==> config.mk <==
export PLATFORM = sky130hd
export DESIGN_NAME = dm_progbuf_engine
export DESIGN_NICKNAME = d
export VERILOG_FILES = /design/src/rtl/dm_pkg.sv /design/src/rtl/dm_cmd_decode.sv /design/src/rtl/dm_pbuf_store.sv /design/src/rtl/dm_inject_seq.sv /design/src/rtl/dm_progbuf_engine.sv
export SDC_FILE = /design/constraint.sdc
export NUM_CORES = 1
export LEC_CHECK = 0
export ABC_AREA = 1
export CORE_UTILIZATION = 34
export CTS_CLUSTER_SIZE = 24
export DETAILED_ROUTE_END_ITERATION = 12
export HOLD_SLACK_MARGIN = 0.08
export SKIP_LAST_GASP = 1
export SYNTH_ARGS = -nofsm -noshare
export SYNTH_HDL_FRONTEND = slang
export SYNTH_HIERARCHICAL = 1
export SYNTH_SLANG_ARGS = --single-unit
==> constraint.sdc <==
create_clock -name clk -period 2.25 [get_ports clk]
set_clock_uncertainty 0.15 [all_clocks]
set_input_delay 0.675 -clock clk [delete_from_list [all_inputs] [get_ports clk]]
set_output_delay 0.675 -clock clk [all_outputs]
set_load 0.1 [all_outputs]
==> src/rtl/dm_pkg.sv <==
package dm_pkg;
  localparam logic [6:0] ADR_DATA0  = 7'h04;
  localparam logic [6:0] ADR_STATUS = 7'h11;
  localparam logic [6:0] ADR_ABSCS  = 7'h16;
  localparam logic [6:0] ADR_CMD    = 7'h17;
  localparam logic [6:0] ADR_PBUF   = 7'h20;

  localparam logic [31:0] EBREAK_INSN = 32'h0010_0073;
  localparam logic [15:0] GPR_BASE    = 16'h1000;

  typedef enum logic [2:0] {
    ERR_NONE  = 3'd0,
    ERR_BUSY  = 3'd1,
    ERR_UNSUP = 3'd2,
    ERR_EXC   = 3'd3
  } cmderr_e;

  typedef enum logic [1:0] {
    ST_IDLE = 2'd0,
    ST_XFER = 2'd1,
    ST_EXEC = 2'd2
  } eng_state_e;

  typedef struct packed {
    logic [7:0]  kind;
    logic        rsv_hi;
    logic [2:0]  size;
    logic        postinc;
    logic        postexec;
    logic        transfer;
    logic        write;
    logic [15:0] regno;
  } cmd_word_t;
endpackage

==> src/rtl/dm_cmd_decode.sv <==
module dm_cmd_decode
  import dm_pkg::*;
#(
  parameter int NGPR = 32,
  localparam int GW = $clog2(NGPR)
) (
  input  logic [31:0]   word,
  output logic          supported,
  output logic          postexec,
  output logic          transfer,
  output logic          write,
  output logic [GW-1:0] gidx
);
  cmd_word_t   c;
  logic [15:0] off;
  logic        in_range;
  logic        xfer_ok;

  always_comb begin
    c         = cmd_word_t'(word);
    off       = c.regno - GPR_BASE;
    in_range  = off < 16'(NGPR);
    xfer_ok   = in_range && (c.size == 3'd2) && !c.rsv_hi && !c.postinc;
    supported = (c.kind == 8'd0) && (!c.transfer || xfer_ok);
    postexec  = c.postexec;
    transfer  = c.transfer;
    write     = c.write;
    gidx      = off[GW-1:0];
  end
endmodule

==> src/rtl/dm_pbuf_store.sv <==
module dm_pbuf_store #(
  parameter int WORDS = 2,
  parameter int DW    = 32,
  localparam int PW = (WORDS > 1) ? $clog2(WORDS) : 1,
  localparam int CW = $clog2(WORDS + 1)
) (
  input  logic          clk,
  input  logic          rst_n,
  input  logic          we,
  input  logic [PW-1:0] widx,
  input  logic [DW-1:0] wdata,
  input  logic [PW-1:0] ridx,
  output logic [DW-1:0] rdata,
  input  logic [CW-1:0] sidx,
  output logic [DW-1:0] sdata
);
  logic [DW-1:0] words [WORDS];

  for (genvar g = 0; g < WORDS; g++) begin : g_word
    logic [DW-1:0] word_q;
    always_ff @(posedge clk or negedge rst_n) begin
      if (!rst_n)                         word_q <= '0;
      else if (we && widx == PW'(g))      word_q <= wdata;
    end
    assign words[g] = word_q;
  end

  always_comb begin
    rdata = '0;
    sdata = '0;
    for (int i = 0; i < WORDS; i++) begin
      if (ridx == PW'(i)) rdata = words[i];
      if (sidx == CW'(i)) sdata = words[i];
    end
  end
endmodule

==> src/rtl/dm_inject_seq.sv <==
module dm_inject_seq
  import dm_pkg::*;
#(
  parameter int WORDS = 2,
  parameter int DW    = 32,
  localparam int CW = $clog2(WORDS + 1)
) (
  input  logic          clk,
  input  logic          rst_n,
  input  logic          start,
  output logic [CW-1:0] slot,
  input  logic [DW-1:0] slot_data,
  output logic          inj_valid,
  output logic [DW-1:0] inj_instr,
  input  logic          inj_done,
  input  logic          inj_exc,
  output logic          fin,
  output logic          fin_exc
);
  localparam logic [CW-1:0] LAST = CW'(WORDS);

  logic active;

  always_ff @(posedge clk or negedge rst_n) begin
    if (!rst_n) begin
      active  <= 1'b0;
      slot    <= '0;
      fin     <= 1'b0;
      fin_exc <= 1'b0;
    end else begin
      fin     <= 1'b0;
      fin_exc <= 1'b0;
      if (start && !active) begin
        active <= 1'b1;
        slot   <= '0;
      end else if (active && inj_exc) begin
        active  <= 1'b0;
        fin     <= 1'b1;
        fin_exc <= 1'b1;
      end else if (active && inj_done) begin
        if (slot == LAST) begin
          active <= 1'b0;
          fin    <= 1'b1;
        end else begin
          slot <= slot + CW'(1);
        end
      end
    end
  end

  assign inj_valid = active;
  assign inj_instr = (slot == LAST) ? EBREAK_INSN : slot_data;

  a_r6_hold_instr: assert property (@(posedge clk) disable iff (!rst_n)
    inj_valid && !inj_done && !inj_exc |=> inj_valid && $stable(inj_instr));

  a_r7_stop_on_exc: assert property (@(posedge clk) disable iff (!rst_n)
    inj_valid && inj_exc |=> !inj_valid && fin_exc);

  a_r5_ebreak_ends: assert property (@(posedge clk) disable iff (!rst_n)
    inj_valid && inj_done && !inj_exc && inj_instr == EBREAK_INSN |=> !inj_valid && fin);
endmodule

==> src/rtl/dm_progbuf_engine.sv <==
module dm_progbuf_engine
  import dm_pkg::*;
#(
  parameter int PBUF_WORDS = 2,
  parameter int NGPR       = 32,
  localparam int DW = 32,
  localparam int GW = $clog2(NGPR),
  localparam int PW = (PBUF_WORDS > 1) ? $clog2(PBUF_WORDS) : 1,
  localparam int CW = $clog2(PBUF_WORDS + 1)
) (
  input  logic          clk,
  input  logic          rst_n,
  input  logic          dbg_valid,
  input  logic          dbg_write,
  input  logic [6:0]    dbg_addr,
  input  logic [31:0]   dbg_wdata,
  output logic [31:0]   dbg_rdata,
  output logic          gpr_we,
  output logic [GW-1:0] gpr_idx,
  output logic [31:0]   gpr_wdata,
  input  logic [31:0]   gpr_rdata,
  output logic          inj_valid,
  output logic [31:0]   inj_instr,
  input  logic          inj_done,
  input  logic          inj_exc
);
  eng_state_e    state;
  cmderr_e       cmderr;
  logic [DW-1:0] data0;
  logic          busy;

  logic          l_post, l_xfer, l_write;
  logic [GW-1:0] l_gidx;

  logic          d_ok, d_post, d_xfer, d_write;
  logic [GW-1:0] d_gidx;

  logic          wr, wr_data0, wr_cmd, wr_abscs, wr_pbuf, busy_hit, accept;
  logic [6:0]    pofs;
  logic [PW-1:0] pidx;
  logic [DW-1:0] pbuf_rdata, slot_data;
  logic [CW-1:0] slot;
  logic          seq_start, seq_fin, seq_fin_exc;

  assign busy     = (state != ST_IDLE);
  assign wr       = dbg_valid && dbg_write;
  assign wr_data0 = wr && dbg_addr == ADR_DATA0;
  assign wr_cmd   = wr && dbg_addr == ADR_CMD;
  assign wr_abscs = wr && dbg_addr == ADR_ABSCS;
  assign pofs     = dbg_addr - ADR_PBUF;
  assign wr_pbuf  = wr && dbg_addr >= ADR_PBUF && pofs < 7'(PBUF_WORDS);
  assign pidx     = pofs[PW-1:0];
  assign busy_hit = busy && (wr_data0 || wr_cmd || wr_pbuf);
  assign accept   = !busy && wr_cmd && cmderr == ERR_NONE;

  dm_cmd_decode #(.NGPR(NGPR)) u_dec (
    .word      (dbg_wdata),
    .supported (d_ok),
    .postexec  (d_post),
    .transfer  (d_xfer),
    .write     (d_write),
    .gidx      (d_gidx)
  );

  dm_pbuf_store #(.WORDS(PBUF_WORDS), .DW(DW)) u_store (
    .clk   (clk),
    .rst_n (rst_n),
    .we    (wr_pbuf && !busy),
    .widx  (pidx),
    .wdata (dbg_wdata),
    .ridx  (pidx),
    .rdata (pbuf_rdata),
    .sidx  (slot),
    .sdata (slot_data)
  );

  dm_inject_seq #(.WORDS(PBUF_WORDS), .DW(DW)) u_seq (
    .clk       (clk),
    .rst_n     (rst_n),
    .start     (seq_start),
    .slot      (slot),
    .slot_data (slot_data),
    .inj_valid (inj_valid),
    .inj_instr (inj_instr),
    .inj_done  (inj_done),
    .inj_exc   (inj_exc),
    .fin       (seq_fin),
    .fin_exc   (seq_fin_exc)
  );

  // command sequencing
  always_ff @(posedge clk or negedge rst_n) begin
    if (!rst_n) begin
      state   <= ST_IDLE;
      l_post  <= 1'b0;
      l_xfer  <= 1'b0;
      l_write <= 1'b0;
      l_gidx  <= '0;
    end else begin
      case (state)
        ST_IDLE: if (accept && d_ok) begin
          state   <= ST_XFER;
          l_post  <= d_post;
          l_xfer  <= d_xfer;
          l_write <= d_write;
          l_gidx  <= d_gidx;
        end
        ST_XFER: state <= l_post ? ST_EXEC : ST_IDLE;
        ST_EXEC: if (seq_fin) state <= ST_IDLE;
        default: state <= ST_IDLE;
      endcase
    end
  end

  assign seq_start = (state == ST_XFER) && l_post;
  assign gpr_we    = (state == ST_XFER) && l_xfer && l_write;
  assign gpr_idx   = l_gidx;
  assign gpr_wdata = data0;

  // data0: bus writes when idle, GPR reads during the transfer stage
  always_ff @(posedge clk or negedge rst_n) begin
    if (!rst_n)                                  data0 <= '0;
    else if (state == ST_XFER && l_xfer && !l_write) data0 <= gpr_rdata;
    else if (wr_data0 && !busy)                  data0 <= dbg_wdata;
  end

  // error field: sets only from zero, write-1-to-clear otherwise
  always_ff @(posedge clk or negedge rst_n) begin
    if (!rst_n) cmderr <= ERR_NONE;
    else if (cmderr == ERR_NONE && busy_hit)             cmderr <= ERR_BUSY;
    else if (accept && !d_ok)                            cmderr <= ERR_UNSUP;
    else if (cmderr == ERR_NONE && seq_fin && seq_fin_exc) cmderr <= ERR_EXC;
    else if (wr_abscs) cmderr <= cmderr_e'(cmderr & ~dbg_wdata[10:8]);
  end

  always_comb begin
    dbg_rdata = '0;
    if (dbg_addr == ADR_DATA0) begin
      dbg_rdata = data0;
    end else if (dbg_addr == ADR_ABSCS) begin
      dbg_rdata[28:24] = 5'(PBUF_WORDS);
      dbg_rdata[12]    = busy;
      dbg_rdata[10:8]  = cmderr;
      dbg_rdata[3:0]   = 4'd1;
    end else if (dbg_addr == ADR_STATUS) begin
      dbg_rdata[22] = 1'b1;
    end else if (dbg_addr >= ADR_PBUF && pofs < 7'(PBUF_WORDS)) begin
      dbg_rdata = pbuf_rdata;
    end
  end

  a_r5_no_inject_in_xfer: assert property (@(posedge clk) disable iff (!rst_n)
    state == ST_XFER |-> !inj_valid);

  a_r8_busy_while_inject: assert property (@(posedge clk) disable iff (!rst_n)
    inj_valid |-> busy);

  a_r3_gpr_write_only_xfer: assert property (@(posedge clk) disable iff (!rst_n)
    gpr_we |-> state == ST_XFER && !inj_valid);

  a_r9_data0_held_busy: assert property (@(posedge clk) disable iff (!rst_n)
    busy && state != ST_XFER && wr_data0 |=> $stable(data0));

  a_r10_blocked_by_error: assert property (@(posedge clk) disable iff (!rst_n)
    !busy && wr_cmd && cmderr != ERR_NONE |=> !busy);

  a_r11_unsup_no_start: assert property (@(posedge clk) disable iff (!rst_n)
    accept && !d_ok |=> !busy && cmderr == ERR_UNSUP);
endmodule

Word level (Yosys, flattened, before mapping)

Cells that the tools add are included.
W data, S select, Z words.

Logic and storage cells: 130
Input bits: 77
Output and inout port bits: 103
Bits in registers: 114

Equal/unequal tests: 13
Magnitude comparators: 3
Reductions and logical operators: 54
Muxes and demuxes: 41
Bitwise logic cells: 3
Add/sub/neg operators: 3

Operator list:

| operator                 | count |
|---|---|
| $mux W32                 | 8 |
| $logic_and A1 B1 Y1      | 30 |
| $mux W22                 | 1 |
| $eq A7 B5 Y1 const B     | 3 |
| $mux W3                  | 6 |
| $lt A16 B6 Y1 const B    | 1 |
| $sub A16 B13 Y16 const B | 1 |
| $mux W2                  | 7 |
| $mux W1                  | 13 |
| $mux W11                 | 1 |
| $mux W9                  | 1 |
| $logic_not A8 Y1         | 1 |
| $mux W4                  | 2 |
| $eq A7 B3 Y1 const B     | 1 |
| $ge A7 B6 Y1 const B     | 1 |
| $logic_not A1 Y1         | 7 |
| $lt A7 B2 Y1 const B     | 1 |
| $sub A7 B6 Y7 const B    | 1 |
| $ne A2 B1 Y1 const B     | 3 |
| $pmux W2 S3              | 1 |
| $reduce_and A2 Y1        | 3 |
| $reduce_bool A2 Y1       | 3 |
| $reduce_bool A3 Y1       | 2 |
| $mux W5                  | 1 |
| other kinds (13)         | 18 |

Longest topological paths before layout

Gate-level depths: netlist of the first run.

Word-level depth: 11
Mapped depth: 11
Mapped depth without buffers: 11

By module

The synthesis of the first run kept the hierarchy.

By module, submodules not included:

| module            | seq. area each (um2) | times used | cells an instance | area an instance (um2) |
|---|---|---|---|---|
| dm_pbuf_store     | 1601.5               | 1          | 490               | 3579.7 |
| dm_progbuf_engine | 1126.1               | 1          | 424               | 2935.3 |
| dm_inject_seq     | 125.1                | 1          | 88                | 491.7 |
| dm_cmd_decode     | 0.0                  | 1          | 31                | 153.9 |

Worst setup path after synthesis of the first run

No wires, ideal clock.

Kind: in2out
Start point: input port dbg_addr[3]
End point: output port dbg_rdata[1]
Data arrival time: 3.275 ns
Buffers on the path: 1
Stages on the path: 6
Required time: 1.425 ns
Setup slack: -1.850 ns
Cells stage by stage: inv_1 > nand2_1 > nor2_2 > nand2_1 > clkbuf_1 > o21ai_0

Word-level cells in the longest chain between the ends: 7
Elaborated cells on any way between the ends: 11
Those cells by class: add/sub: 1; order compare: 2; eq/ne: 3; mux: 4; reduce/logical: 1

RTL lines:

| item                | RTL line                 | source |
|---|---|---|
| start: declaration  | dm_progbuf_engine.sv:15  | `input logic [6:0] dbg_addr,` |
| $sub A7 B6 Y7       | dm_progbuf_engine.sv:50  | `assign pofs = dbg_addr - ADR_PBUF;` |
| $lt A7 B2 Y1        | dm_progbuf_engine.sv:147 | `end else if (dbg_addr >= ADR_PBUF && pofs < 7'(PBUF_WORDS)) begin` |
| $logic_and A1 B1 Y1 | dm_progbuf_engine.sv:147 |  |
| $mux W32            | dm_progbuf_engine.sv:147 |  |
| $mux W22            | dm_progbuf_engine.sv:145 | `end else if (dbg_addr == ADR_STATUS) begin` |
| $mux W4             | dm_progbuf_engine.sv:140 | `end else if (dbg_addr == ADR_ABSCS) begin` |
| $mux W32 *          | dm_progbuf_engine.sv:138 | `if (dbg_addr == ADR_DATA0) begin` |
| end: declaration    | dm_progbuf_engine.sv:17  | `output logic [31:0] dbg_rdata,` |

Every way passes the cells marked *; elsewhere a longest branch is shown, timed or not.

Worst setup path in the final report of the first run

Start point: input port dbg_addr[2]
End point: output port dbg_rdata[8]

Word-level cells in the longest chain between the ends: 7
Elaborated cells on any way between the ends: 11
Those cells by class: add/sub: 1; order compare: 2; eq/ne: 3; mux: 4; reduce/logical: 1

RTL lines:

| item                | RTL line |
|---|---|
| $sub A7 B6 Y7       | dm_progbuf_engine.sv:50 |
| $lt A7 B2 Y1        | dm_progbuf_engine.sv:147 |
| $logic_and A1 B1 Y1 | dm_progbuf_engine.sv:147 |
| $mux W32            | dm_progbuf_engine.sv:147 |
| $mux W22            | dm_progbuf_engine.sv:145 |
| $mux W3             | dm_progbuf_engine.sv:140 |
| $mux W32 *          | dm_progbuf_engine.sv:138 |

Marked as above.

==> flow_summary.yaml, run 1 <==
outcome:
  status: "finished, violations left"
  violations: "setup timing"
floorplan:
  start_util_pct: 35.05
  core_area_um2: 20430
  io_pins: 180
  die_w_um: 147.1
  die_h_um: 147.1
  die-area_um2: 21640
  num_rows: 52
critical_path:
  max_stage_delay_ps: 270
  worstPathCellList: "buf_8, nor2_4, nand3_4, nor2_4, buf_12, buf_12, buf_12, nand2_4, o211ai_1, clkbuf_16"
  crit_top_cell: "buf_12"
  critical-path-top-delay-family: "buffers and inverters"
  worstPathRequired_ps: 1420
  worst-path-max-fanout: 5
  path_buf_inv: 5
  critPathArrivalTime_ps: 1890
  slowest_stage: "clkbuf_16"
  start_kind: "primary input"
  critical_path_class: "in2out"
  end_kind: "output port"
power:
  combPwrFrac_pct: 47.2
  p_leak_nw: 6.503
  netSwitchingFraction_pct: 40.19
  irDropWorstVdd_uv: 463.4
  p_seq_share_pct: 24.0
  power.density_nw_per_um2: 739.2
  switchingPower_mw: 3.973
  clkPwrFrac_pct: 28.8
  intPower_mw: 5.913
logic_synthesis:
  synth-seq-cells: 114
  synth_cell_type_count: 32
  avgSynthCellArea_um2: 6.932
  synth.yosys.seq_area_share_pct: 39.84
  syn_inst: 1033
  yosysWarnings: 6
  synth_nets: 1111
  synth_area_um2: 7161
sta:
  final_max_slew_viol_count: 0
  max_freq_ghz: 0.3690
  rsz0062_at_grt: "yes"
  slew_headroom_pct: 71.97
  period_minus_slack_ps: 2710
  hold_slack_ps: 345.7
  worstMarginPinSlew_ps: 416.0
  finalHoldViolCount: 0
  setup_viol: 65
  period_share_pct: 120.5
  setup_ws_ps: -460.1
  finalSetupTns_ps: -22800
clock_tree:
  clk_latency_ps: 420
  h-tree-depth: 4
  cts.sinks: 114
  clk_pin_slew_ps: 60
  cts_max_path_buffers: 2
  cts-buffers-inserted: 17
  clockRootBuffer: "clkbuf_16"
  cts_tree: "built"
global_routing:
  first_global_vias: 7623
  grt_start_max_net_pins: 39
  grt.total_usage_pct: 25.76
  grt_pass1_wl_um: 42550
  grt-ovfl-total: 0
  antenna_found_initial: 0
final_layout:
  area_growth_pct: 86.75
  fin_util_pct: 65.46
  fin_nets: 1380
  diodes: 0
  drive_above_1_share_pct: 41.44
  fillers: 1613
drt:
  drtAntennaViolNets: 0
  wl_um: 27650
  drtIter0Drc: 494
  first_pass_iters: 6
  wl_per_cell_um: 17.44
  drt-vias-per-instance: 4.935
  route.detailed.drc: 0
  vias: 7822
placed_design:
  dp_hpwl_um: 18480
  port_buffers: 179
  globalplace.congestion: 0.8851
min_path:
  min_path_type: "reg2reg"
job:
  maxCapViolCount: 0
==> power by group through the flow <==
stage               clock network [mW]  registers [mW]  logic, mW
floorplan                            0            2.80       1.82
global placement                     0            2.40       3.75
detailed placement                   0            2.40       3.78
CTS                               2.89            2.36       4.50
global route                      2.96            2.39       4.83
finish                            2.85            2.37       4.67
==> state kept, by name, summed over array words and instances (netlist names) <==
name and cells:
u_seq/fin_exc 1, l_post 1, l_xfer 1, cmderr 3
u_seq/fin 1, l_write 1, state 2, gpr_idx 5
u_seq/inj_valid 1, u_store/g_word.word_q 64, gpr_wdata 32, u_seq/slot 2
==> layer usage <==
metal	vias up	global-route usage [%]	wire, µm
met4	0	8.402	635
li1	3750	-	-
met5	-	0	0
met3	41	5.870	2028
met1	3726	34.25	11700
met2	305	41.27	13280
==> final timing paths <==
| path | startpoint | to | slack [ps] | depth (start not counted) |
|---|---|---|---|---|
| worst max-delay path | dbg_addr[2] | dbg_rdata[8] | -460 | 10 |
| worst max register to register | state[0] | gpr_wdata[20] | 260 | 9 |
| max in group asynchronous | rst_n | gpr_wdata[19] | 840 | 3 |
| worst min register to register | u_seq/fin | state[1] | 350 | 1 |
| worst min-delay path | u_seq/fin | state[1] | 350 | 1 |
| min in group asynchronous | rst_n | gpr_wdata[30] | 550 | 2 |
==> cell usage after synthesis, drive strengths merged <==
master	number	area [µm²]
nand2	368	1391
inv	148	555.5
o21ai	123	732.0
dfrtp	114	2853
nand3	113	580.6
nor2	64	267.8
buf	47	349.1
clkbuf	21	219.0
a21oi	18	93.84
or2	6	37.54
nand4	2	12.51
nor3	2	10.01
o211ai	2	15.01
a32oi	1	8.760
ha	1	12.51
nand3b	1	7.510
o21a	1	7.510
o31ai	1	7.510
==> cell type report <==
cell class                 instances  area (µm²)  area share [%]
tap                              270       337.8           2.526
multi-input combinational        704        4334           32.41
timing repair buffer             317        4564           34.13
sequential                       114        2885           21.58
clock buffer                      18       439.2           3.284
inverter                         148       631.9           4.725
clock inverter                    14       180.2           1.347
==> kinds of logic after synthesis <==
kind of cell / after synthesis / synth area share (%)
compound gates: 146 / 12.07
fa+ha+maj: 1 / 0.1747
flops: 114 / 39.84
simple gates: 556 / 32.22
buf+inv: 216 / 15.69
==> timing repair <==
action / in CTS / in global routing
cloned: 10 / 3
hold buffers: 1 / 0
endpoints found under the hold margin: 16 / 0
setup endpoints to repair: 128 / 129
setup buffers: 25 / 9
pin swaps: 40 / 51
resized for setup: 166 / 96
==> layout by cell type, fill, tap and decap left out, drive strengths merged <==
master and instances:
o21ai 123, o211ai 2, ha 1, nand2 369
o31ai 1, nand3b 1, nor3 2, nand4 2
clkinvlp 3, inv 149, nor2 64, or2 6
nand3 113, a32oi 1, dlygate4sd3 1, buf 244
clkbuf 22, clkinv 7, dfrtp 114, o21a 1
a21oi 18, bufinv 3, clkdlybuf4s50 68
==> through the flow <==
stage	instances	cell area, µm²	power (mW)	setup WS, ps
final	1585	13370	9.885	-460.1
after global routing	1585	13370	10.18	-519.2
after CTS	1584	13150	9.749	-463.3
after detailed placement	1517	11580	6.176	-939.0
after global placement	1517	11580	6.150	-868.8
after floorplan	1033	7983	4.621	-1021
Power figures use the tool's default switching activity.
==> run 2, diff against run 1 <==
CAP_MARGIN = 10   (was not set)
CORE_ASPECT_RATIO = 1.1   (was not set)
CORE_UTILIZATION = 50   (was 34)
PLACE_DENSITY = 0.81   (was not set)
==> flow_summary.yaml, run 2 <==
logic_synthesis:
  yosysTopAreaCell: "dfrtp_1"
  synth.yosys.seq_area_share_pct: 39.84
  avgSynthCellArea_um2: 6.932
  yosysWarnings: 6
  netlist_top_cells_area: "dfrtp_1 (40%), nand2_1 (19%), nand3_1 (7.7%), inv_1 (7.5%), o21ai_0 (6.5%)"
  synth-seq-cells: 114
  synth-main-ff-cell: "dfrtp_1"
  synth_cell_type_count: 32
  synth-edff-count: 0
  synth_nets: 1111
  yosys-top-cells-count: "nand2_1 (366), inv_1 (143), dfrtp_1 (114)"
  syn_inst: 1033
  synth_top_area_share_pct: 39.84
  synthArstFlopShare_pct: 100.0
  synth.most_common_cell: "nand2_1"
  synth_area_um2: 7161
outcome:
  error_line: "[ERROR GRT-0232] Routing congestion too high. Check the congestion heatmap in the GUI."
  last-stage-reached: "5_1_grt"
  status: "stopped before the end"
clock_tree:
  clockRootBuffer: "clkbuf_16"
  cts.sinks: 114
  cts_max_path_buffers: 2
  cts-buffers-inserted: 17
  h-tree-depth: 4
placed_design:
  dp_hpwl_um: 18430
  port_buffers: 179
  globalplace.congestion: 0.9113
  dpl.cell_count: 1426
global_routing:
  grt.total_usage_pct: 91.63
  grt_start_max_net_pins: 66
  grt-ovfl-total: 742
floorplan:
  start_util_pct: 51.49
  num_rows: 45
  die_w_um: 116.1
  die_h_um: 127.5
  io_pins: 180
sta:
  worst_endpoint_kind: "top-level output"
  repair-timing-grt-worst-ep: "inj_instr[22]"
[run 2: cell counts after synthesis]
Identical to the previous run, type by type.
[run 2: cells by family after synthesis]
group                      Yosys count  synth area share (%)
and+or+nand+nor                    556                 32.22
AOI/OAI and AO/OA                  146                 12.07
adders and majority gates            1                0.1747
buffers and inverters              216                 15.69
DFF                                114                 39.84
[run 2: per-layer routing]
| metal | GRT overflow | GRT usage, % |
|---|---|---|
| met1 | 2 | 85.00 |
| met4 | 187 | 103.8 |
| met5 | 0 | 24.21 |
| met2 | 548 | 116.0 |
| met3 | 5 | 70.35 |
[run 2: what timing repair did]
| item | in CTS |
|---|---|
| resized for setup | 162 |
| hold buffers | 1 |
| setup endpoints to repair | 129 |
| pin swaps | 48 |
| endpoints found under the hold margin | 10 |
| cloned | 10 |
| buffers inserted | 22 |
[run 2: through the flow]
stage / setup WS, ps / cell area [µm²] / utilization [%] / TNS [ps]
global placement: -876.8 / 11370 / 81.78 / -75090
detailed placement: -917.4 / 11370 / 81.78 / -80700
floorplan: -1021 / 7983 / - / -10760
CTS: -475.2 / 12760 / 91.75 / -26170
==> run 3, diff against run 2 <==
CORE_ASPECT_RATIO = not set   (was 1.1)
CORE_UTILIZATION = 40   (was 50)
CTS_CLUSTER_SIZE = not set   (was 24)
HOLD_SLACK_MARGIN = not set   (was 0.08)
PLACE_DENSITY = not set   (was 0.81)
PLACE_DENSITY_LB_ADDON = 0.15   (was not set)
==> flow_summary.yaml, run 3 (synthesis gave the netlist of run 1 again) <==
floorplan:
  start_util_pct: 41.11
  core_area_um2: 17420
  io_pins: 180
  die_w_um: 135.8
  die-area_um2: 18440
  num_rows: 48
  die_h_um: 135.8
global_routing:
  grt_pass1_wl_um: 43600
  first_global_vias: 7945
  grt_start_max_net_pins: 49
  grt.total_usage_pct: 31.58
  grt-ovfl-total: 0
  antenna_found_initial: 0
final_layout:
  final_common_cell: "nand2_1"
  area_growth_pct: 83.98
  largest_register: "u_store/g_word.word_q"
  fillers: 1186
  most-common-layout-cells: "nand2_1 (286), buf_12 (133), inv_1 (115)"
  diodes: 0
  largest_reg_flops: 64
  drive_above_1_share_pct: 41.49
  multiInputGateArea_um2: 4437
  register_area_um2: 2885
  fin_nets: 1369
sta:
  rsz0062_at_grt: "yes"
  slew_headroom_pct: 66.02
  worstMarginPinSlew_ps: 504.4
  final_max_slew_viol_count: 0
  setup_ws_ps: -454.2
  period_share_pct: 120.2
  finalSetupTns_ps: -24210
  finalHoldViolCount: 0
  period_minus_slack_ps: 2704
  setup_viol: 64
  max_freq_ghz: 0.3698
critical_path:
  worstPathCellList: "buf_8, nor2_4, nand3_4, nor2_4, buf_12, buf_12, buf_12, nand2_4, o21ai_4, buf_12"
  crit_top_cell: "buf_12"
  worstPathRequired_ps: 1420
  worst-path-stages: 10
  max_stage_delay_ps: 200
  worst-path-max-fanout: 4
  regToRegStartpoint: "state[0]"
  start_kind: "primary input"
  endpoint: "dbg_rdata[20]"
  path_buf_inv: 5
  r2r_slack_ps: 390
  critical-path-top-delay-family: "buffers and inverters"
  startpoint: "dbg_addr[1]"
  worst_r2r_path_depth: 8
  critical_path_class: "in2out"
  regToRegEndpoint: "gpr_wdata[25]"
  end_kind: "output port"
  critPathArrivalTime_ps: 1880
  slowest_stage: "buf_12"
placed_design:
  dp_slack_ps: -855.9
  dp_hpwl_um: 18160
  port_buffers: 179
  globalplace.congestion: 0.8904
drt:
  dr_wl_met2_um: 13500
  drtIter0Drc: 816
  wl_met1_um: 11530
  dr_wl_met3_um: 2361
  drt-vias-per-instance: 5.305
  dr.max_layer_used: "met4"
  wl_per_cell_um: 18.55
  wl_um: 28370
  route.detailed.drc: 0
  drtAntennaViolNets: 0
  first_pass_iters: 7
  vias: 8111
power:
  p_leak_nw: 6.609
  power.density_nw_per_um2: 742.6
  irDropWorstVdd_uv: 708.5
clock_tree:
  cts.sinks: 114
  ctsHoldBuffers: 0
  clk_latency_ps: 430
  h-tree-depth: 4
  cts-buffers-inserted: 17
  clockRootBuffer: "clkbuf_16"
  cts_tree: "built"
  clk_pin_slew_ps: 50
  cts_max_path_buffers: 2
job:
  maxCapViolCount: 0
outcome:
  violations: "setup timing"
  status: "finished, violations left"
min_path:
  min_path_type: "in2async"
==> run 3: worst reg2reg max path: stages, from the launching register on <==
cell     delay [ps]
dfrtp_1         370
inv_1           130
nor2_4           50
nand3_2          80
buf_4           380
o21ai_4         170
buf_12          210
nand2_1         130
o21ai_2          70
==> run 3: how the worst min path moves through the flow <==
| stage | to |
|---|---|
| 6_report | u_store/g_word[0].word_q[26] |
| 5_1_grt | u_store/g_word[0].word_q[26] |
| 4_1_cts | gpr_wdata[1] |
| 3_5_place_dp | state[1] |
| 3_3_place_gp | state[1] |
| 2_1_floorplan | cmderr[0] |
==> run 3: layout make-up <==
class,count,share of cell area (%)
multi-input cells,704,33.68
repair buffers,306,33.19
flip-flops and latches,114,21.90
inverters,148,4.673
clock buffers,22,3.600
well taps,225,2.137
clock inverters,10,0.8168
==> run 3: what timing repair did <==
| item | CTS | global route |
|---|---|---|
| gates resized for setup | 182 | 104 |
| gates cloned | 10 | 0 |
| pin swaps | 38 | 44 |
| buffers inserted | 20 | 12 |
| endpoints found under the setup margin | 128 | 99 |
==> run 3: power breakdown <==
part           internal [mW]  switching, mW  total (mW)  leakage, nW
Sequential              2.21          0.179        2.39         1.47
Combinational           1.98           2.74        4.71         4.86
Clock                   1.70          0.979        2.68        0.282
==> run 3: per-stage QoR <==
stage	total power [mW]	hold slack, ps	cell area [µm²]	util, %	cells
after floorplan	4.621	229.4	7983	-	1033
after global placement	6.073	286.1	11420	65.55	1466
after detailed placement	6.092	300.7	11420	65.55	1466
after CTS	9.542	44.43	12850	73.77	1524
after global routing	10.03	63.30	13170	75.64	1529
final	9.782	27.04	13170	75.64	1529
==> run 3: per-layer routing <==
metal / vias up / GRT usage, %
li1: 3731 / -
met1: 3847 / 41.35
met2: 455 / 49.52
met3: 78 / 7.931
met4: 0 / 12.98
met5: - / 0
==> run 4, diff against run 3 <==
TNS_END_PERCENT = 30   (was not set)
==> flow_summary.yaml, run 4 (synthesis gave the netlist of run 1 again) <==
drt:
  drtAntennaViolNets: 0
  drtIter0Drc: 504
  dr.max_layer_used: "met4"
  route.detailed.drc: 0
  first_pass_iters: 5
  wl_um: 25060
  vias: 7623
  dr_wl_met2_um: 12510
  dr_wl_met3_um: 1900
  drt-vias-per-instance: 5.075
  wl_met1_um: 10000
  wl_per_cell_um: 16.69
power:
  switchingPower_mw: 3.360
  combPwrFrac_pct: 41.6
  p_seq_share_pct: 27.3
  power.density_nw_per_um2: 714.1
  netSwitchingFraction_pct: 38.87
  clkPwrFrac_pct: 31.1
  intPower_mw: 5.284
  p_leak_nw: 5.883
  irDropWorstVdd_uv: 933.6
floorplan:
  die-area_um2: 18440
  core_area_um2: 17420
  num_rows: 48
  die_h_um: 135.8
  die_w_um: 135.8
  start_util_pct: 41.11
  io_pins: 180
final_layout:
  final_area_um2: 12110
  fin_util_pct: 69.50
  area_growth_pct: 69.06
  most-common-layout-cells: "nand2_1 (347), inv_1 (139), buf_12 (122)"
  final_common_cell: "nand2_1"
  largest_reg_flops: 64
  largest_register: "u_store/g_word.word_q"
  fillers: 1379
  diodes: 0
  instances_no_fill: 1502
  drive_above_1_share_pct: 29.68
  fin_nets: 1342
critical_path:
  worstPathCellList: "buf_6, buf_8, inv_16, nand2_4, nor2_4, nand2_4, buf_12, o21ai_1, a21oi_2, a21oi_4, buf_12"
  critPathArrivalTime_ps: 1930
  worst-path-max-fanout: 6
  critical_path_class: "in2out"
  critical-path-top-delay-family: "buffers and inverters"
  end_kind: "output port"
  worstPathRequired_ps: 1420
  slowest_stage: "buf_12"
  path_buf_inv: 5
  max_stage_delay_ps: 190
  start_kind: "primary input"
placed_design:
  dp_hpwl_um: 17220
  port_buffers: 179
  dpl.cell_count: 1455
  globalplace.congestion: 0.8889
  dpl_cell_area_um2: 10940
global_routing:
  first_global_vias: 7330
  grt_pass1_wl_um: 39020
  grt-ovfl-total: 0
  antenna_found_initial: 0
  grt_start_max_net_pins: 79
  grt.total_usage_pct: 28.10
sta:
  setup_ws_ps: -505.5
  period_minus_slack_ps: 2755
  worstMarginPinSlew_ps: 472.9
  hold_slack_ps: 147.6
  final_max_slew_viol_count: 0
  max_freq_ghz: 0.3629
  period_share_pct: 122.5
  slew_headroom_pct: 68.47
  setup_viol: 65
  finalHoldViolCount: 0
  rsz0062_at_grt: "yes"
clock_tree:
  clk_latency_ps: 410
  clockRootBuffer: "clkbuf_16"
  cts.sinks: 114
  cts_tree: "built"
  cts_max_path_buffers: 2
  cts-buffers-inserted: 17
  clk_pin_slew_ps: 50
  h-tree-depth: 4
outcome:
  violations: "setup timing"
  status: "finished, violations left"
min_path:
  min_path_type: "in2async"
job:
  maxCapViolCount: 0
==> run 4: cell count changes in the layout (fill, tap and decap cells not counted), moves of 18 or more <==
| cell | delta |
|---|---|
| nand2_4 | -37 |
| nand2_2 | -22 |
| nor2_1 | +22 |
| o21ai_0 | +18 |
| nor2_4 | -24 |
| inv_2 | -24 |
| nand2_1 | +61 |
| inv_1 | +24 |
==> run 4: power by group through the flow <==
stage	sequential (mW)	combinational, mW	clock (mW)
global placement	2.39	3.37	0
finish	2.36	3.59	2.69
global route	2.38	3.74	2.82
CTS	2.36	3.59	2.72
floorplan	2.80	1.57	0
detailed placement	2.39	3.37	0
==> run 4: worst reg2reg max path: stages (launching register included) <==
cell and delay, ps:
dfrtp_1 390, nor2_2 180, nand3_2 360, buf_12 320, nand2_1 120, o21ai_0 80, nand2_1 80, o21ai_2 50
==> run 4: layer usage <==
layer	GRT usage (%)	vias up
li1	-	3675
met2	46.54	296
met5	0	-
met3	5.761	40
met4	11.92	0
met1	35.35	3612
==> run 4: what timing repair did <==
| action | in CTS | in global routing |
|---|---|---|
| buffers inserted | 11 | 1 |
| resized for setup | 107 | 19 |
| cloned | 5 | 0 |
| pin swaps | 21 | 7 |
| hold buffers | 0 | 0 |
| setup endpoints to repair | 129 | 65 |
==> run 4: path summary, 6_finish.rpt <==
check                      slack [ps]  cells after the start                           to         from
min reg2reg                       330                      1                     state[1]     state[0]
min                               150                      2  u_store/g_word[0].word_q[1]        rst_n
min in group clk                  330                      1                     state[1]     state[0]
max in group asynchronous        1390                      2                 gpr_wdata[4]        rst_n
max reg2reg                       400                      7                gpr_wdata[31]     state[1]
max                              -510                     11                dbg_rdata[12]  dbg_addr[3]
==> run 4: layout make-up <==
class | count | area (µm²) | share of cell area [%]
inverters | 148 | 611.8 | 5.054
flip-flops and latches | 114 | 2875 | 23.75
clock inverters | 5 | 75.07 | 0.6202
clock buffers | 27 | 513.0 | 4.238
well taps | 225 | 281.5 | 2.326
multi-input cells | 704 | 3765 | 31.10
repair buffers | 279 | 3984 | 32.91
==> run 4: through the flow <==
stage	worst slack [ps]	TNS [ps]	total power, mW
after CTS	-465.8	-25350	8.674
after global routing	-550.1	-28500	8.944
final	-505.5	-24240	8.644
after global placement	-893.7	-70760	5.753
after floorplan	-1021	-35640	4.364
after detailed placement	-929.0	-73430	5.762
